### src/rtl/sec_countdown_timer.sv
module sec_countdown_timer #(
  parameter int unsigned CLK_HZ    = 50_000_000,
  parameter logic [7:0]  BASE_ADDR = 8'h04
) (
  input  logic       clk,
  input  logic       rst_n,
  input  logic [7:0] bus_addr,
  input  logic [7:0] bus_wdata,
  input  logic       bus_wr,
  input  logic       bus_rd,
  output logic [7:0] bus_rdata
);
  localparam int unsigned PW = (CLK_HZ > 1) ? $clog2(CLK_HZ) : 1;
  localparam logic [PW-1:0] PRE_LAST = PW'(CLK_HZ - 1);

  logic          busy;
  logic [7:0]    secs;
  logic [PW-1:0] pre;

  wire       in_win = (bus_addr[7:2] == BASE_ADDR[7:2]);
  wire [1:0] ofs    = bus_addr[1:0];
  wire       load   = bus_wr && in_win && (ofs == 2'd2);
  wire       tick   = busy && (pre == PRE_LAST);

  always_ff @(posedge clk or negedge rst_n) begin
    if (!rst_n) begin
      busy <= 1'b0;
      secs <= '0;
      pre  <= '0;
    end else if (load) begin
      secs <= bus_wdata;
      busy <= (bus_wdata != 8'd0);
      pre  <= '0;
    end else if (tick) begin
      pre  <= '0;
      secs <= secs - 8'd1;
      if (secs == 8'd1) busy <= 1'b0;
    end else if (busy) begin
      pre <= pre + 1'b1;
    end
  end

  always_comb begin
    bus_rdata = 8'h00;
    if (bus_rd && in_win) begin
      case (ofs)
        2'd0:    bus_rdata = {7'b0, busy};
        2'd2:    bus_rdata = secs;
        default: bus_rdata = 8'h00;
      endcase
    end
  end
endmodule

### config.mk
export PLATFORM = sky130hd
export DESIGN_NAME = sec_countdown_timer
export DESIGN_NICKNAME = d
export VERILOG_FILES = /design/src/rtl/sec_countdown_timer.sv
export SDC_FILE = /design/constraint.sdc
export NUM_CORES = 1
export LEC_CHECK = 0
export BUFFER_PORTS_ARGS = -buffer_cell sky130_fd_sc_hd__buf_2
export CORE_ASPECT_RATIO = 0.5
export CORE_UTILIZATION = 30
export CTS_BUF_LIST = sky130_fd_sc_hd__clkbuf_4 sky130_fd_sc_hd__clkbuf_8
export CTS_CLUSTER_SIZE = 8
export DETAILED_ROUTE_END_ITERATION = 10
export GPL_ROUTABILITY_DRIVEN = 0
export PLACE_DENSITY_LB_ADDON = 0.25
export SLEW_MARGIN = 10
export SYNTH_ARGS = -nofsm -noshare
export SYNTH_HDL_FRONTEND = slang
export SYNTH_SLANG_ARGS = --single-unit
### constraint.sdc
create_clock -name clk -period 2.2 [get_ports clk]
set_input_delay 0.33 -clock clk [delete_from_list [all_inputs] [get_ports clk]]
set_output_delay 0.33 -clock clk [all_outputs]
set_load 0.02 [all_outputs]
==> results_dict.tcl, run 1 <==
set metrics [dict create \
    fin_worst_skew_ns 0.00554 \
    dp_cells 369 \
    htreeDepth 2 \
    cts_root_buffer "clkbuf_8" \
    crit_chain "ha_2 -> and4_4 -> nand3_2 -> or3_4 -> or4_1 -> a31oi_1" \
    drv_slew 0 \
    drc_errors 0 \
    antenna_left 0 \
    grt_overflow 0 \
    power_mw 1.73 \
    ys_seq_elements 35 \
    path_class "reg2reg" \
    final_nets 312 \
    die_area_mm2 0.00742 \
    min_path_type "in2async" \
    grt_pass1_wl_um 8950 \
    hold_viol_final 0 \
    nFillCells 667 \
    timing.final.crit_share_pct 96.1 \
    ys_types 41 \
    worst_ep_arrival_time_ns 2.32 \
    crit_buf_inv 0 \
    synth_edf_count 0 \
    netlist_instances 241 \
    dr.pass1.iters 4 \
    cts_buffer_depth 2 \
    cap_viol_max_count 0 \
    avgViaCountPerCell 5.07 \
    tritoncts "done" \
    clk_pin_slew_worst_paths_ns 0.08 \
    syn_area_per_cell_um2 8.79 \
    cpPeakStageDelay_ns 0.51 \
    cts_hold_buffers 0 \
    synth_top_cell_by_area "dfrtp_1" \
    cts_buffers 5 \
    area_growth_pct 24.3 \
    worstSetupEndpointType "flop" \
    crit_fanout 6 \
    antenna_cells 0 \
    tightest_slew_ns 0.790 \
    stdcell_count 381 \
    powerDensity_mw_per_mm2 655 \
    crit_path_top_delay_cell "or4_1" \
    numClockSinks 35 \
    worst_ep_required_time_ns 2.41 \
    grt_max_degree 36 \
    pin_count 28 \
    drive_above_1_share_pct 23.2 \
    setup_viol 0 \
    synthFlopType "dfrtp_1" \
    worst_setup_path_start_kind "flop" \
    clock.fmax_mhz 473 \
    worst_slack_ns 0.0862 \
    power_leakage_nw 1.21 \
    ys_seq_area_share_pct 41.3 \
    syn_area_mm2 0.00212 \
    wl_per_cell_um 14.3 \
    syn_nets 265 \
    start_util_pct 31.4 \
    wirelength_um 5470 \
    dp_hpwl_um 4000 \
    clk_latency_ns 0.29 \
    first_global_vias 1931 \
    finalCriticalPeriod_ns 2.11 \
    postSynth.asyncResetShare_pct 100 \
    ir_drop_v 0.000186 \
    grt_usage_pct 15.5 \
    synth_area_leaders "dfrtp_1, nor2_1, xor2_1" \
    yosysWarningCount 0 \
    fp.dieH_um 61.4 \
    pre_cts_ws_ns 0.0105 \
    port_buffers 27 \
    first_iter_violations 112 \
    core_mm2 0.00675 \
    netlist.area_leader.share_pct 41.3 \
    outcome "finished clean" \
    die_x_um 121 \
    slew_headroom_pct 47.3 \
    vias 1933 \
    antenna_found_initial 0 \
    num_rows 21 \
    cp_top_family "simple AND/OR/NAND/NOR gates" \
]
==> per-stage QoR <==
step,TNS (ns),hold slack (ns),util [%],area (um^2)
finish,0,0.118,39.0,2630
global route,-0.0167,0.177,39.0,2630
CTS,0,0.162,38.3,2590
detailed placement,0,0.480,36.9,2490
global placement,0,0.473,36.9,2490
floorplan,0,0.0344,-,2120
==> metal layers <==
metal | up-vias | track usage, % | share of wire (%)
li1 | 960 | - | -
met1 | 929 | 20.2 | 49
met2 | 42 | 27.0 | 46
met3 | 2 | 2.87 | 4.4
met4 | 0 | 4.23 | 0.48
met5 | - | 0 | 0
==> what timing repair did <==
item	4_1_cts	5_1_grt
endpoints found under the hold margin	0	0
setup buffers	0	4
gates resized for setup	0	5
pin swaps	1	5
setup endpoints to repair	1	3
==> registers in the layout, indices dropped and copies added, names as in the netlist <==
signal / count
busy: 1
pre: 26
secs: 8
==> kinds of logic (layout without fill, tap and decap cells) <==
family          after synthesis  after routing  share of synthesized area [%]
simple gates                135            135                           34.8
flops                        35             35                           41.3
compound gates               22             22                           7.21
xor+xnor                     21             21                           8.68
buf+inv                      21             69                           4.13
fa+ha+maj                     4              4                           2.36
mux                           3              3                           1.48
==> power breakdown <==
group	leakage, nW	internal, mW	switching [mW]
sequential	0.405	0.730	0.0919
clock	0.0408	0.226	0.261
combinational	0.764	0.197	0.219
==> synth_stat cells (3+ instances only) <==
library cell,count
and3_1,8
inv_1,12
ha_1,4
xnor2_1,5
nor4_1,6
and2_1,3
xor2_1,16
dfrtp_1,35
or4_1,7
nand3_1,17
nand4b_1,4
o311ai_0,3
clkbuf_1,6
nor2_1,40
o31ai_1,4
a31oi_1,5
nand2_1,21
nand4_1,13
o21ai_0,4
==> cells in the final DEF (no fill, tap or decap), types with 3 or more instances in the layout <==
cell / count
o31ai_1: 4
or4_1: 6
nand3_1: 16
ha_1: 3
inv_1: 12
nand2_1: 21
nand4b_1: 4
xnor2_1: 5
and3_1: 8
nor2_1: 40
nor4_1: 6
o21ai_0: 4
o311ai_0: 3
clkbuf_8: 5
buf_2: 27
xor2_1: 16
buf_4: 18
dfrtp_1: 34
and2_1: 3
a31oi_1: 5
nand4_1: 13
buf_12: 3
==> area by class of cell <==
class | instances | area, um^2 | share of cell area [%]
Multi-Input combinational cell | 185 | 1170 | 44.4
Sequential cell | 35 | 877 | 33.3
Inverter | 13 | 48.8 | 1.85
Timing Repair Buffer | 48 | 330 | 12.5
Clock buffer | 5 | 68.8 | 2.61
Clock inverter | 3 | 23.8 | 0.903
Tap cell | 92 | 115 | 4.37
==> worst paths after layout <==
check,cells past startpoint,slack (ns),startpoint,to
worst min-delay path,1,0.12,rst_n,secs[1]$_DFFE_PN0P_
worst max-delay path,6,0.09,pre[1]$_DFFE_PN0P_,secs[5]$_DFFE_PN0P_
max in group asynchronous,1,1.52,rst_n,pre[7]$_DFFE_PN0P_
worst max register to register,6,0.09,pre[1]$_DFFE_PN0P_,secs[5]$_DFFE_PN0P_
min in group clk,3,0.28,bus_wdata[0],secs[0]$_DFFE_PN0P_
worst min register to register,2,0.56,pre[14]$_DFFE_PN0P_,pre[14]$_DFFE_PN0P_
(Power assumes the default switching activity.)
==> run 2: changes to the inputs <==
Clock period 2.2 ns to 1.9 ns, I/O delays scaled along.
==> results_dict.tcl, run 2 (synthesis results as in run 1) <==
set metrics [dict create \
    tritoncts "done" \
    core_mm2 0.00675 \
    hold_viol_final 0 \
    cts_buffer_depth 2 \
    worst_ep_arrival_time_ns 2.18 \
    grt_pass1_wl_um 8920 \
    first_iter_violations 120 \
    worstSetupEndpointType "flop" \
    min_path_type "in2reg" \
    grt_usage_pct 15.8 \
    antenna_cells 0 \
    nFillCells 647 \
    avgViaCountPerCell 5.06 \
    finalCriticalPeriod_ns 1.97 \
    wirelength_um 5780 \
    htreeDepth 2 \
    setup_viol 4 \
    outcome "finished with violations" \
    fp.dieH_um 61.4 \
    port_buffers 27 \
    worst_setup_path_start_kind "flop" \
    largest_reg_flops 26 \
    vias 2070 \
    worst_ep_required_time_ns 2.11 \
    slew_headroom_pct 70.0 \
    power_leakage_nw 1.37 \
    drc_errors 0 \
    antenna_left 0 \
    path_class "reg2reg" \
    drv_slew 0 \
    rsz0062_at_grt "true" \
    tightest_slew_ns 0.445 \
    cap_viol_max_count 0 \
    die_x_um 121 \
    tns_ns -0.125 \
    crit_buf_inv 0 \
    power_mw 2.03 \
    layout_common_cells "buf_4, nor2_1, dfrtp_1, buf_2, nand2_1" \
    ir_drop_v 0.000248 \
    dp_hpwl_um 4240 \
    area_growth_pct 38.5 \
    cts_root_buffer "clkbuf_8" \
    pin_count 28 \
    crit_fanout 7 \
    worst_slack_ns -0.0661 \
    clk_latency_ns 0.29 \
    cpPeakStageDelay_ns 0.44 \
    crit_path_top_delay_cell "or3_4" \
    wl_per_cell_um 14.1 \
    final_common_cell "buf_4" \
    grt_max_degree 19 \
    dr.pass1.iters 4 \
    cp_top_family "simple AND/OR/NAND/NOR gates" \
    antenna_found_initial 0 \
    first_global_vias 1855 \
    powerDensity_mw_per_mm2 692 \
    timing.final.crit_share_pct 103 \
    crit_chain "nor4_4 -> nand4_2 -> or3_4 -> or4_4 -> a31oi_1" \
    clock.fmax_mhz 509 \
    num_rows 21 \
    start_util_pct 31.4 \
    largestRegisters "pre x26, secs x8, busy x1" \
    largest-register "pre" \
    cts_buffers 5 \
    grt_overflow 0 \
    fin_worst_skew_ns 0.00598 \
    violations "negative setup slack" \
    die_area_mm2 0.00742 \
    clk_pin_slew_worst_paths_ns 0.07 \
    final_nets 342 \
    drive_above_1_share_pct 33.1 \
    numClockSinks 35 \
]
-- run 2: cell types whose count changed in the layout (fill, tap and decap cells not counted), moves of 3 or more --
cell and change:
buf_4 +31, nor2_1 -4, buf_2 -5, nor2_2 +3, buf_6 +4
-- run 2: per-stage QoR --
| step | area, um^2 | setup slack, ns | hold WS, ns | std cells | utilization, % |
|---|---|---|---|---|---|
| floorplan | 2130 | -0.178 | -0.0106 | 241 | - |
| global placement | 2670 | -0.0949 | 0.215 | 395 | 39.5 |
| detailed placement | 2670 | -0.137 | 0.220 | 395 | 39.5 |
| CTS | 2780 | -0.0996 | 0.224 | 404 | 41.2 |
| global route | 2930 | -0.115 | 0.232 | 409 | 43.5 |
| finish | 2930 | -0.0661 | 0.221 | 409 | 43.5 |
-- run 2: worst paths after layout --
kind | start | endpoint | slack [ns] | cells past startpoint
min reg2reg | pre[23]$_DFFE_PN0P_ | pre[23]$_DFFE_PN0P_ | 0.57 | 2
min in group asynchronous | rst_n | busy$_DFFE_PN0P_ | 0.43 | 2
max in group asynchronous | rst_n | pre[9]$_DFFE_PN0P_ | 0.95 | 3
max | pre[11]$_DFFE_PN0P_ | secs[4]$_DFFE_PN0P_ | -0.07 | 5
max reg2reg | pre[11]$_DFFE_PN0P_ | secs[4]$_DFFE_PN0P_ | -0.07 | 5
min | bus_wdata[0] | secs[0]$_DFFE_PN0P_ | 0.22 | 3
-- run 2: cell type report --
type,count,area (um^2),area share (%)
multi-input combinational,185,1240,42.3
inverter,13,48.8,1.66
clock buffer,5,68.8,2.35
tap,92,115,3.92
timing repair buffer,78,578,19.7
clock inverter,1,7.51,0.256
sequential,35,876,29.9
-- run 2: report_power, final --
part | switching [mW] | internal, mW | total (mW)
clock | 0.278 | 0.243 | 0.521
combinational | 0.308 | 0.290 | 0.598
sequential | 0.0663 | 0.845 | 0.911
total | 0.652 | 1.38 | 2.03
-- run 2: repair_timing --
| action | 4_1_cts | 5_1_grt |
|---|---|---|
| pin swaps | 5 | 12 |
| cloned | 0 | 1 |
| gates resized for setup | 2 | 25 |
| hold buffers | 1 | 0 |
| endpoints found under the hold margin | 12 | 0 |
| endpoints found under the setup margin | 28 | 36 |
| buffers inserted | 2 | 4 |
-- run 2: layer usage --
layer  share of wire (%)  vias to the layer above  global-route usage [%]
met3                 3.8                        5                    2.87
met5                   0                        -                       0
met4                0.97                        0                    4.76
li1                    -                     1019                       -
met1                  50                     1010                    21.4
met2                  46                       36                    26.3
-- run 2: tightest hold or removal path, delay by kind of cell --
family	cells	cell delay, ns
and+or+nand+nor	1	0.04
AOI/OAI and AO/OA	1	0.06
buffers and inverters	1	0.09
==> run 3: changes to the inputs <==
Clock period 1.9 ns to 1.65 ns, I/O delays scaled along.
==> results_dict.tcl, run 3 (synthesis results as in run 1) <==
set metrics [dict create \
    largest_reg_flops 26 \
    ir_drop_v 0.000266 \
    p_int_mw 1.66 \
    clock.fmax_mhz 516 \
    largestRegisters "pre x26, secs x8, busy x1" \
    layout_common_cells "buf_4, dfrtp_1, nor2_1, nand2_1, buf_2" \
    setup_viol 39 \
    grt_max_degree 36 \
    cts_buffer_depth 2 \
    min_path_type "in2async" \
    path_class "reg2reg" \
    swShare_pct 33.2 \
    wl_per_cell_um 14.3 \
    clk_pin_slew_worst_paths_ns 0.08 \
    seq_power_share_pct 42.1 \
    final_util_pct 47.9 \
    grt_pass1_wl_um 9760 \
    drive_above_1_share_pct 41.1 \
    comb_power_share_pct 31.9 \
    timing.final.crit_share_pct 118 \
    start_util_pct 31.4 \
    drc_errors 0 \
    dp_hpwl_um 4530 \
    area_growth_pct 52.6 \
    powerDensity_mw_per_mm2 771 \
    final_nets 361 \
    first_iter_violations 116 \
    antenna_found_initial 0 \
    pin_count 28 \
    vias 2190 \
    slew_headroom_pct 68.3 \
    core_mm2 0.00675 \
    finalCriticalPeriod_ns 1.94 \
    antenna_left 0 \
    clock_power_share_pct 26.0 \
    drv_slew 0 \
    holdWs_ns -0.0101 \
    tritoncts "done" \
    fin_worst_skew_ns 0.00419 \
    num_rows 21 \
    worst_slack_ns -0.289 \
    antenna_cells 0 \
    cts_hold_buffers 0 \
    rsz0062_at_grt "true" \
    violations "negative hold slack, negative setup slack" \
    fp.dieH_um 61.4 \
    final_common_cell "buf_4" \
    worst_ep_arrival_time_ns 2.16 \
    pre_cts_ws_ns -0.353 \
    crit_end "secs[4]$_DFFE_PN0P_" \
    power_mw 2.49 \
    worstSetupEndpointType "flop" \
    hold_viol_final 24 \
    dr.pass1.iters 4 \
    cap_viol_max_count 0 \
    clk_latency_ns 0.30 \
    tns_ns -5.75 \
    worst_setup_path_start_kind "flop" \
    port_buffers 27 \
    tightest_slew_ns 0.476 \
    die_x_um 121 \
    r2r-start "pre[11]$_DFFE_PN0P_" \
    critPathLaunch "pre[11]$_DFFE_PN0P_" \
    p_sw_mw 0.826 \
    cts_buffers 5 \
    grt_usage_pct 17.3 \
    htreeDepth 2 \
    grt_overflow 0 \
    cts_root_buffer "clkbuf_8" \
    largest-register "pre" \
    wirelength_um 6170 \
    power_leakage_nw 1.50 \
    avgViaCountPerCell 5.09 \
    r2r_slack_ns -0.29 \
    timing.rr.end "secs[4]$_DFFE_PN0P_" \
    first_global_vias 2004 \
    crit_fanout 6 \
    worst_ep_required_time_ns 1.87 \
    numClockSinks 35 \
    rr_worst_depth 5 \
    outcome "finished with violations" \
    die_area_mm2 0.00742 \
]
run 3: cell count changes in the layout (fill, tap and decap cells not counted), sizes merged:
cell	before	now
clkinvlp	1	3
dlygate4sd3	1	0
buf	76	96
run 3: layout make-up:
type / count / area (um^2)
inverter: 13 / 52.6
tap: 92 / 115
clock buffer: 5 / 68.8
multi-input combinational: 185 / 1340
timing repair buffer: 97 / 763
fill: 643 / 3520
clock inverter: 3 / 20.0
sequential: 35 / 876
run 3: how the worst min path moves through the flow:
stage | endpoint | slack [ns] | cells past startpoint
after global routing | pre[20]$_DFFE_PN0P_ | 0.03 | 2
final | secs[7]$_DFFE_PN0P_ | -0.01 | 2
after floorplan | busy$_DFFE_PN0P_ | -0.05 | 0
after global placement | secs[5]$_DFFE_PN0P_ | 0.32 | 2
after detailed placement | secs[5]$_DFFE_PN0P_ | 0.32 | 2
after CTS | secs[0]$_DFFE_PN0P_ | 0.002 | 2
run 3: repair_timing:
action	4_1_cts	5_1_grt
cloned	0	1
resized for setup	29	14
pin swaps	15	14
endpoints found under the setup margin	41	43
buffers inserted	4	3
run 3: per-stage QoR:
stage / instance area [um^2] / std cells
2_1_floorplan: 2220 / 241
3_3_place_gp: 2930 / 415
3_5_place_dp: 2930 / 415
4_1_cts: 3140 / 427
5_1_grt: 3230 / 430
6_report: 3230 / 430
run 3: power by group through the flow:
stage | Combinational (mW) | Clock, mW | Sequential (mW)
global route | 0.885 | 0.694 | 1.06
CTS | 0.761 | 0.662 | 1.04
finish | 0.795 | 0.647 | 1.05
detailed placement | 0.714 | 0 | 1.06
floorplan | 0.313 | 0 | 1.10
global placement | 0.712 | 0 | 1.06
run 3: critical path: stages (launching register included):
cell,delay [ns]
dfrtp_1,0.41
nor4_4,0.30
nand4_2,0.12
or3_4,0.42
or4_1,0.48
a31oi_1,0.13
run 3: metal layers:
layer  vias up  routed length, um  track usage (%)
met3         8                191             2.50
li1       1061                  -                -
met2        54               2810             29.0
met1      1067               3110             23.6
met5         -                  0                0
met4         0                 57             5.11
